`src/rtl/kp_pkg.sv`:
```
package kp_pkg;
  localparam int KP_ROWS = 4;
  localparam int KP_COLS = 3;
  localparam int KP_CODE_W = 8;

  typedef enum logic [1:0] {
    HS_IDLE  = 2'd0,
    HS_OFFER = 2'd1,
    HS_DRAIN = 2'd2
  } hs_state_e;

  // ASCII character of the key at row r, column c
  function automatic logic [KP_CODE_W-1:0] key_ascii(input int r, input int c);
    logic [KP_CODE_W-1:0] ch;
    if (r < KP_ROWS - 1) begin
      ch = 8'h31 + KP_CODE_W'(r * KP_COLS + c);
    end else begin
      case (c)
        0:       ch = 8'h2A;
        1:       ch = 8'h30;
        default: ch = 8'h23;
      endcase
    end
    return ch;
  endfunction
endpackage

```
`src/rtl/kp_sync.sv`:
```
module kp_sync #(
  parameter int W      = 7,
  parameter int STAGES = 2
) (
  input  logic         clk,
  input  logic         rst_n,
  input  logic [W-1:0] d_i,
  output logic [W-1:0] q_o
);
  logic [W-1:0] stg_q [STAGES];

  for (genvar s = 0; s < STAGES; s++) begin : g_stage
    logic [W-1:0] stg_d;
    if (s == 0) begin : g_first
      assign stg_d = d_i;
    end else begin : g_next
      assign stg_d = stg_q[s-1];
    end
    always_ff @(posedge clk or negedge rst_n) begin
      if (!rst_n) stg_q[s] <= '0;
      else        stg_q[s] <= stg_d;
    end
  end

  assign q_o = stg_q[STAGES-1];
endmodule

```
`src/rtl/kp_decode.sv`:
```
module kp_decode
  import kp_pkg::*;
(
  input  logic [KP_ROWS-1:0]   rows_i,
  input  logic [KP_COLS-1:0]   cols_i,
  output logic                 any_press_o,
  output logic                 valid_o,
  output logic [KP_CODE_W-1:0] code_o
);
  assign any_press_o = (|rows_i) && (|cols_i);
  assign valid_o     = $onehot(rows_i) && $onehot(cols_i);

  always_comb begin
    code_o = '0;
    for (int r = 0; r < KP_ROWS; r++) begin
      for (int c = 0; c < KP_COLS; c++) begin
        if (rows_i[r] && cols_i[c]) code_o = key_ascii(r, c);
      end
    end
  end
endmodule

```
`src/rtl/kp_handshake.sv`:
```
module kp_handshake
  import kp_pkg::*;
(
  input  logic                 clk,
  input  logic                 rst_n,
  input  logic                 any_press_i,
  input  logic                 valid_i,
  input  logic [KP_CODE_W-1:0] code_i,
  input  logic                 ack_i,
  output logic                 send_o,
  output logic [KP_CODE_W-1:0] code_o
);
  hs_state_e            state_q, state_d;
  logic                 send_q, send_d;
  logic                 load_en;
  logic [KP_CODE_W-1:0] code_q;

  always_comb begin
    state_d = state_q;
    send_d  = send_q;
    load_en = 1'b0;
    case (state_q)
      HS_IDLE: begin
        if (valid_i && !ack_i) begin
          load_en = 1'b1;
          send_d  = 1'b1;
          state_d = HS_OFFER;
        end
      end
      HS_OFFER: begin
        if (ack_i) state_d = HS_DRAIN;
      end
      HS_DRAIN: begin
        if (!ack_i && !any_press_i) state_d = HS_IDLE;
      end
      default: state_d = HS_IDLE;
    endcase
    if (ack_i) send_d = 1'b0;
  end

  always_ff @(posedge clk or negedge rst_n) begin
    if (!rst_n) begin
      state_q <= HS_IDLE;
      send_q  <= 1'b0;
    end else begin
      state_q <= state_d;
      send_q  <= send_d;
    end
  end

  always_ff @(posedge clk or negedge rst_n) begin
    if (!rst_n)       code_q <= '0;
    else if (load_en) code_q <= code_i;
  end

  assign send_o = send_q;
  assign code_o = code_q;
endmodule

```
`src/rtl/keypad_encoder.sv`:
```
module keypad_encoder
  import kp_pkg::*;
#(
  parameter int SYNC_STAGES = 2
) (
  input  logic                 clk,
  input  logic                 rst_n,
  input  logic [KP_ROWS-1:0]   row_i,
  input  logic [KP_COLS-1:0]   col_i,
  input  logic                 ack_i,
  output logic                 send_o,
  output logic [KP_CODE_W-1:0] code_o
);
  localparam int LINES = KP_ROWS + KP_COLS;

  logic                 rst_meta_q, rst_sync_q;
  logic [LINES-1:0]     lines_s;
  logic                 any_press, valid;
  logic [KP_CODE_W-1:0] dec_code;

  always_ff @(posedge clk or negedge rst_n) begin
    if (!rst_n) begin
      rst_meta_q <= 1'b0;
      rst_sync_q <= 1'b0;
    end else begin
      rst_meta_q <= 1'b1;
      rst_sync_q <= rst_meta_q;
    end
  end

  kp_sync #(.W(LINES), .STAGES(SYNC_STAGES)) i_sync (
    .clk   (clk),
    .rst_n (rst_sync_q),
    .d_i   ({row_i, col_i}),
    .q_o   (lines_s)
  );

  kp_decode i_decode (
    .rows_i      (lines_s[LINES-1:KP_COLS]),
    .cols_i      (lines_s[KP_COLS-1:0]),
    .any_press_o (any_press),
    .valid_o     (valid),
    .code_o      (dec_code)
  );

  kp_handshake i_hs (
    .clk         (clk),
    .rst_n       (rst_sync_q),
    .any_press_i (any_press),
    .valid_i     (valid),
    .code_i      (dec_code),
    .ack_i       (ack_i),
    .send_o      (send_o),
    .code_o      (code_o)
  );
endmodule

```
`config.mk`:
```
export PLATFORM = sky130hd
export DESIGN_NAME = keypad_encoder
export DESIGN_NICKNAME = d
export VERILOG_FILES = /design/src/rtl/kp_pkg.sv /design/src/rtl/kp_sync.sv /design/src/rtl/kp_decode.sv /design/src/rtl/kp_handshake.sv /design/src/rtl/keypad_encoder.sv
export SDC_FILE = /design/constraint.sdc
export NUM_CORES = 1
export LEC_CHECK = 0
export BUFFER_PORTS_ARGS = -buffer_cell sky130_fd_sc_hd__buf_4
export CORE_MARGIN = 2
export CORE_UTILIZATION = 30
export CTS_CLUSTER_DIAMETER = 50
export DETAILED_ROUTE_END_ITERATION = 7
export SYNTH_ARGS = -nofsm -noshare
export SYNTH_HDL_FRONTEND = slang
export SYNTH_SLANG_ARGS = --single-unit
export TNS_END_PERCENT = 50
```
`constraint.sdc`:
```
create_clock -name clk -period 1.2 [get_ports clk]
set_input_delay 0.12 -clock clk [delete_from_list [all_inputs] [get_ports clk]]
set_output_delay 0.12 -clock clk [all_outputs]
set_load 0.005 [all_outputs]
```
# Word-level counts from Yosys, hierarchy flattened
# Index checks and enable logic that the tools add are counted.
totals:
  ff_bits: 27
  inputBits: 10
  out_inout_bits: 9
  wordCells: 65
classes:
  n_addsub: 5
  n_eq_ne: 7
  n_mux: 21
  reduce_logical: 25
ops:
  columns: ["op", "count"]
  rows:
  - ["2-to-1 mux 6 bit", 12]
  - ["logical AND 1 bit", 16]
  - ["adder 1 x 1 -> 2 bit", 3]
  - ["2-to-1 mux 2 bit", 3]
  - ["case mux 2 bit (3 select lines)", 1]
  - ["2-to-1 mux 1 bit", 5]
  - ["== test 2 x 1 -> 1 bit, second input constant", 2]
  - ["inequality test 2 x 1 -> 1 bit, second input constant", 2]
  - ["nonzero test 2 bit", 2]
  - ["OR reduction 4 bit", 1]
  - ["adder 3 bit", 1]
  - ["== test 3 x 1 -> 1 bit, second input constant", 1]
  - ["AND reduction 3 bit", 1]
  - ["OR reduction 3 bit", 1]
  - ["adder 2 x 1 -> 2 bit", 1]
  - ["== test 2 bit, second input constant", 1]
  - ["logical NOT 1 bit", 2]
  - ["logical NOT 2 bit", 1]
  - ["inequality test 2 bit, second input constant", 1]
  - ["AND reduction 2 bit", 1]

# Longest topological paths before layout
depth:
  depth_word: 13
  ltp_mapped: 8
  depth_no_buf: 8

# By module
# From an unflattened synthesis, not the netlist that was laid out.
hier_totals:
  hier_cells: 87
  hier_area_um2: 1147.4
modules_own_cells:
  columns: ["module", "n_inst", "cells_each", "area_each_um2", "seq_area_each_um2"]
  rows:
  - ["kp_handshake", 1, 28, 432.9, 275.3]
  - ["kp_sync", 1, 14, 350.3, 350.3]
  - ["kp_decode", 1, 42, 310.3, 0.0]
  - ["keypad_encoder", 1, 3, 53.8, 50.0]

# Worst setup path after synthesis
# OpenSTA, ideal clock, no wires.
synth_timing:
  path_type: "flip-flop to flip-flop"
  startpoint: "reg i_sync.stg_q, in the netlist i_sync.q_o[6]"
  endpoint: "reg i_hs.code_q[1] (netlist: i_hs.code_o[1])"
  setup_ns: 0.125
  arrival_ns: 2.253
  t_required_ns: 1.075
  path_slack_ns: -1.178
  path_stages_with_launch: 8
  path_buffers: 0
  period_less_slack_ns: 2.378
  path_cell_list: "dfrtp_1 > inv_1 > ha_1 > ha_1 > fa_1 > nor4b_4 > nand3_4 > mux2_2"
synth_between:
  elab_chain_cells: 7
  elab_cells_between_ends: 13
  cone_classes: "2 x add/sub; 1 x eq/ne; 5 x mux; 5 x reduce/logical"
synth_lines:
  columns: ["item", "line_no", "text"]
  rows:
  - ["start: declaration", "kp_sync.sv:10", "logic [W-1:0] stg_q [STAGES];"]
  - ["start signal: indexed assignment", "kp_sync.sv:21", "else stg_q[s] <= stg_d;"]
  - ["adder 1 x 1 -> 2 bit (not written as such)", "kp_decode.sv:11", "assign valid_o = $onehot(rows_i) && $onehot(cols_i);"]
  - ["adder 3 bit (not written as such)", "kp_decode.sv:11", null]
  - ["== test 3 x 1 -> 1 bit", "kp_decode.sv:11", null]
  - ["logical AND 1 bit", "kp_decode.sv:11", null]
  - ["logical AND 1 bit", "kp_handshake.sv:24", "if (valid_i && !ack_i) begin"]
  - ["2-to-1 mux 1 bit", "kp_handshake.sv:24", null]
  - ["2-to-1 mux 1 bit", "kp_handshake.sv:22", "case (state_q)"]
  - ["end signal: assignment", "kp_handshake.sv:53", "else if (load_en) code_q <= code_i;"]
  - ["end: declaration", "kp_handshake.sv:16", "logic [KP_CODE_W-1:0] code_q;"]
# Several ways; a longest one is shown, not always the timed one.
# A chain may end at the register's enable or synchronous reset.

# Worst setup path after layout
layout_timing:
  startpoint: "reg i_sync.stg_q, in the netlist i_sync.q_o[5]"
  endpoint: "reg i_hs.code_q[5] (netlist: i_hs.code_o[5])"
layout_between:
  elab_chain_cells: 7
  elab_cells_between_ends: 16
  cone_classes: "2 x add/sub; 1 x eq/ne; 8 x mux; 5 x reduce/logical"
layout_lines:
  columns: ["item", "line_no"]
  rows:
  - ["adder 1 x 1 -> 2 bit (not written as such) or logical AND 1 bit (tied branches)", "kp_decode.sv:11, kp_decode.sv:17"]
  - ["adder 3 bit (not written as such) or 2-to-1 mux 6 bit (tied branches)", "kp_decode.sv:11, kp_decode.sv:17"]
  - ["== test 3 x 1 -> 1 bit or 2-to-1 mux 6 bit (tied branches)", "kp_decode.sv:11, kp_decode.sv:17"]
  - ["logical AND 1 bit or 2-to-1 mux 6 bit (tied branches)", "kp_decode.sv:11, kp_decode.sv:17"]
  - ["logical AND 1 bit or 2-to-1 mux 6 bit (tied branches)", "kp_handshake.sv:24, kp_decode.sv:17"]
  - ["2-to-1 mux 1 bit or 2-to-1 mux 6 bit (tied branches)", "kp_handshake.sv:24, kp_decode.sv:17"]
  - ["2-to-1 mux 1 bit or 2-to-1 mux 6 bit (tied branches)", "kp_handshake.sv:22, kp_decode.sv:17"]
# Several ways; a longest one is shown, not always the timed one.

==> impl_metrics.toml <==
[die]
rows = 21
coreArea_mm2 = 0.003390
die_h_um = 64.00
die_width_um = 64.00
floorplan.initialDensity = 0.3186
io_pins = 19
dieArea_mm2 = 0.004095

[power]
clockPowerShare = 0.193
intPower_mw = 1.446
sequentialPowerShare = 0.514
power_frac_comb = 0.293
power.density_mw_per_mm2 = 1327
leakage_nw = 0.7236
p_sw_frac = 0.2978
ir_drop_mv = 0.7680
p_switching_mw = 0.6130
total_power_mw = 2.059

[logic_synthesis]
synth_cell_type_count = 28
ys_ff_latch = 25
synthTopCellsByArea = "dfrtp_1 58%, ha_1 5.8%, o21ai_0 4.6%, fa_1 3.7%, inv_1 2.8%"
ys_seq_area_frac = 0.5794
synth.top_cell.area_share = 0.5794
synthTopCellsByCount = "25 x dfrtp_1, 10 x o21ai_0, 8 x inv_1"
synth.most_common_cell = "dfrtp_1"
postSynthCellCount = 89
synth_top_flop_cell = "dfrtp_1"
netlist_area_mm2 = 0.001080
synthArstFlopShare = 1.000
syn_area_per_cell_um2 = 12.13
yosysTopAreaCell = "dfrtp_1"
ys.warnings.count = 0
synth-edff-count = 0

[global_routing]
grt_pass1_vias = 836
grt_pass1_wl_um = 3829
grt_usage = 0.1233
grt_max_degree = 24
antenna_found_initial = 0
grt_overflow = 0

[layout]
fillCellCount = 311
finalNetCount = 154
drive_above_1_share = 0.3897
antenna_cells = 0
regArea_um2 = 626.9
instances_no_fill = 182
syn_to_final_growth_pct = 43.68
stdcell_area_mm2 = 0.001551
finish.utilization = 0.4577
multi_input_area_um2 = 452.9

[setup_path]
worst_path_largest_cell_delay_ns = 0.49
worst_setup_path_end_kind = "register"
r2r-end = "i_hs.code_o[5]"
slowest_stage = "fa_1"
r2r-start = "i_sync.q_o[5]"
cp_max_fo = 5
reg2reg_depth = 9
reg2reg_slack_ns = -1.10
path_cells = "inv_2 > ha_4 > ha_2 > fa_1 > nor4b_4 > buf_4 > nand3_4 > nand2_1 > o21ai_1"
crit_buf_inv = 2
worst-path-stages = 9
start_kind = "register"
crit_family = "adder cells"
crit_arrival_ns = 2.53
crit_type = "register to register"
critPathRequiredTime_ns = 1.44

[sta]
skew_ns = 0.006707
hold_violations = 0
clock.fmax_mhz = 435.4
timing.final.ws_setup_ns = -1.097
fin_tns_setup_ns = -8.516
hold-worst-slack_ns = 0.08823
rsz0062_at_grt = "true"
timing.final.crit_period_ns = 2.297
setup_viol = 9
report.final.slew_viol_count = 0
fin_crit_sh = 1.914

[detailed_routing]
remaining_drc_errors = 0
wl_per_cell_um = 12.60
vias = 834
drtPass1Iterations = 4
first_iter_violations = 14
wl_um = 2294
vias_per_cell = 4.582
ant_nets = 0

[clocking]
cts_made_buffers = 3
cts_tree = "built"
h-tree-depth = 1
clock_latency_ns = 0.33
cts_buffer_depth = 2
root_buffer = "clkbuf_4"
cts.sinks = 25
path_clk_slew_ns = 0.15

[place]
dp_hpwl_um = 1556
portBuffers = 16
place_ws_ns = -1.154
placed_area_mm2 = 0.001388
dp_cells = 168
gp_congestion = 0.8867

[worst_hold_path]
hold_path.class = "input pin to asynchronous set/reset pin"

[status]
violations = "negative setup slack"
status = "finished with violations"

[flow_run]
maxCapViolations = 0
flip-flops by register name (all words and copies together), names as in the netlist:
register and cells:
i_hs.state_q 2, i_sync.g_stage.stg_d 7, i_hs.code_o 6, i_hs.send_o 1, rst_meta_q 1, i_sync.q_o 7
rst_sync_q 1
area by class of cell:
class / count / area share
timing repair buffer: 44 / 0.2282
sequential: 25 / 0.4040
clock buffer: 3 / 0.01452
tap: 46 / 0.03710
inverter: 8 / 0.01935
multi-input combinational: 55 / 0.2919
clock inverter: 1 / 0.004839
worst max-delay path by stage:
stage	start	end	slack [ns]
global placement	i_sync.q_o[6]	i_hs.code_o[1]	-1.06
detailed placement	i_sync.q_o[5]	i_hs.code_o[1]	-1.15
finish	i_sync.q_o[5]	i_hs.code_o[5]	-1.10
CTS	i_sync.q_o[3]	i_hs.code_o[1]	-1.11
floorplan	i_sync.q_o[5]	i_hs.code_o[1]	-1.15
global route	i_sync.q_o[3]	i_hs.code_o[1]	-1.19
power by group through the flow:
stage / sequential [mW] / clock (mW) / combinational [mW]
finish: 1.06 / 0.398 / 0.603
CTS: 1.06 / 0.408 / 0.601
global placement: 1.07 / 0 / 0.522
detailed placement: 1.07 / 0 / 0.535
global route: 1.07 / 0.435 / 0.656
floorplan: 1.08 / 0 / 0.216
routing by layer:
| layer | up-vias | GRT usage | routed length [um] |
|---|---|---|---|
| li1 | 396 | - | - |
| met1 | 407 | 0.1333 | 906 |
| met2 | 25 | 0.2266 | 1254 |
| met3 | 6 | 0.02113 | 81 |
| met4 | 0 | 0.06522 | 52 |
| met5 | - | 0 | 0 |
what timing repair did:
action	4_1_cts	5_1_grt
cloned	1	0
hold buffers	8	0
resized for setup	9	4
hold endpoints to repair	9	0
pin swaps	6	1
endpoints found under the setup margin	9	9
buffers inserted	1	0
cells in the final DEF (no fill, tap or decap), types with 2 or more instances in the layout:
cell type      count
nor2_1             3
buf_4             35
nand3b_1           2
inv_2              2
conb_1             3
nor2b_1            2
fa_1               2
nand2_1            5
a21oi_1            4
nand3_4            2
nand2b_1           2
ha_1               3
inv_1              6
clkbuf_4           3
dlygate4sd3_1      8
o21ai_0            6
o21ai_1            3
dfrtp_1           24
logic make-up after synthesis:
group,share of synthesized area
AO/OA/AOI/OAI,0.1367
flip-flops,0.5794
adder cells (fa/ha/maj),0.09502
buffers and inverters,0.04634
multiplexers,0.01043
other,0.006955
AND/OR/NAND/NOR,0.1251
Power figures use the tool's default switching activity.
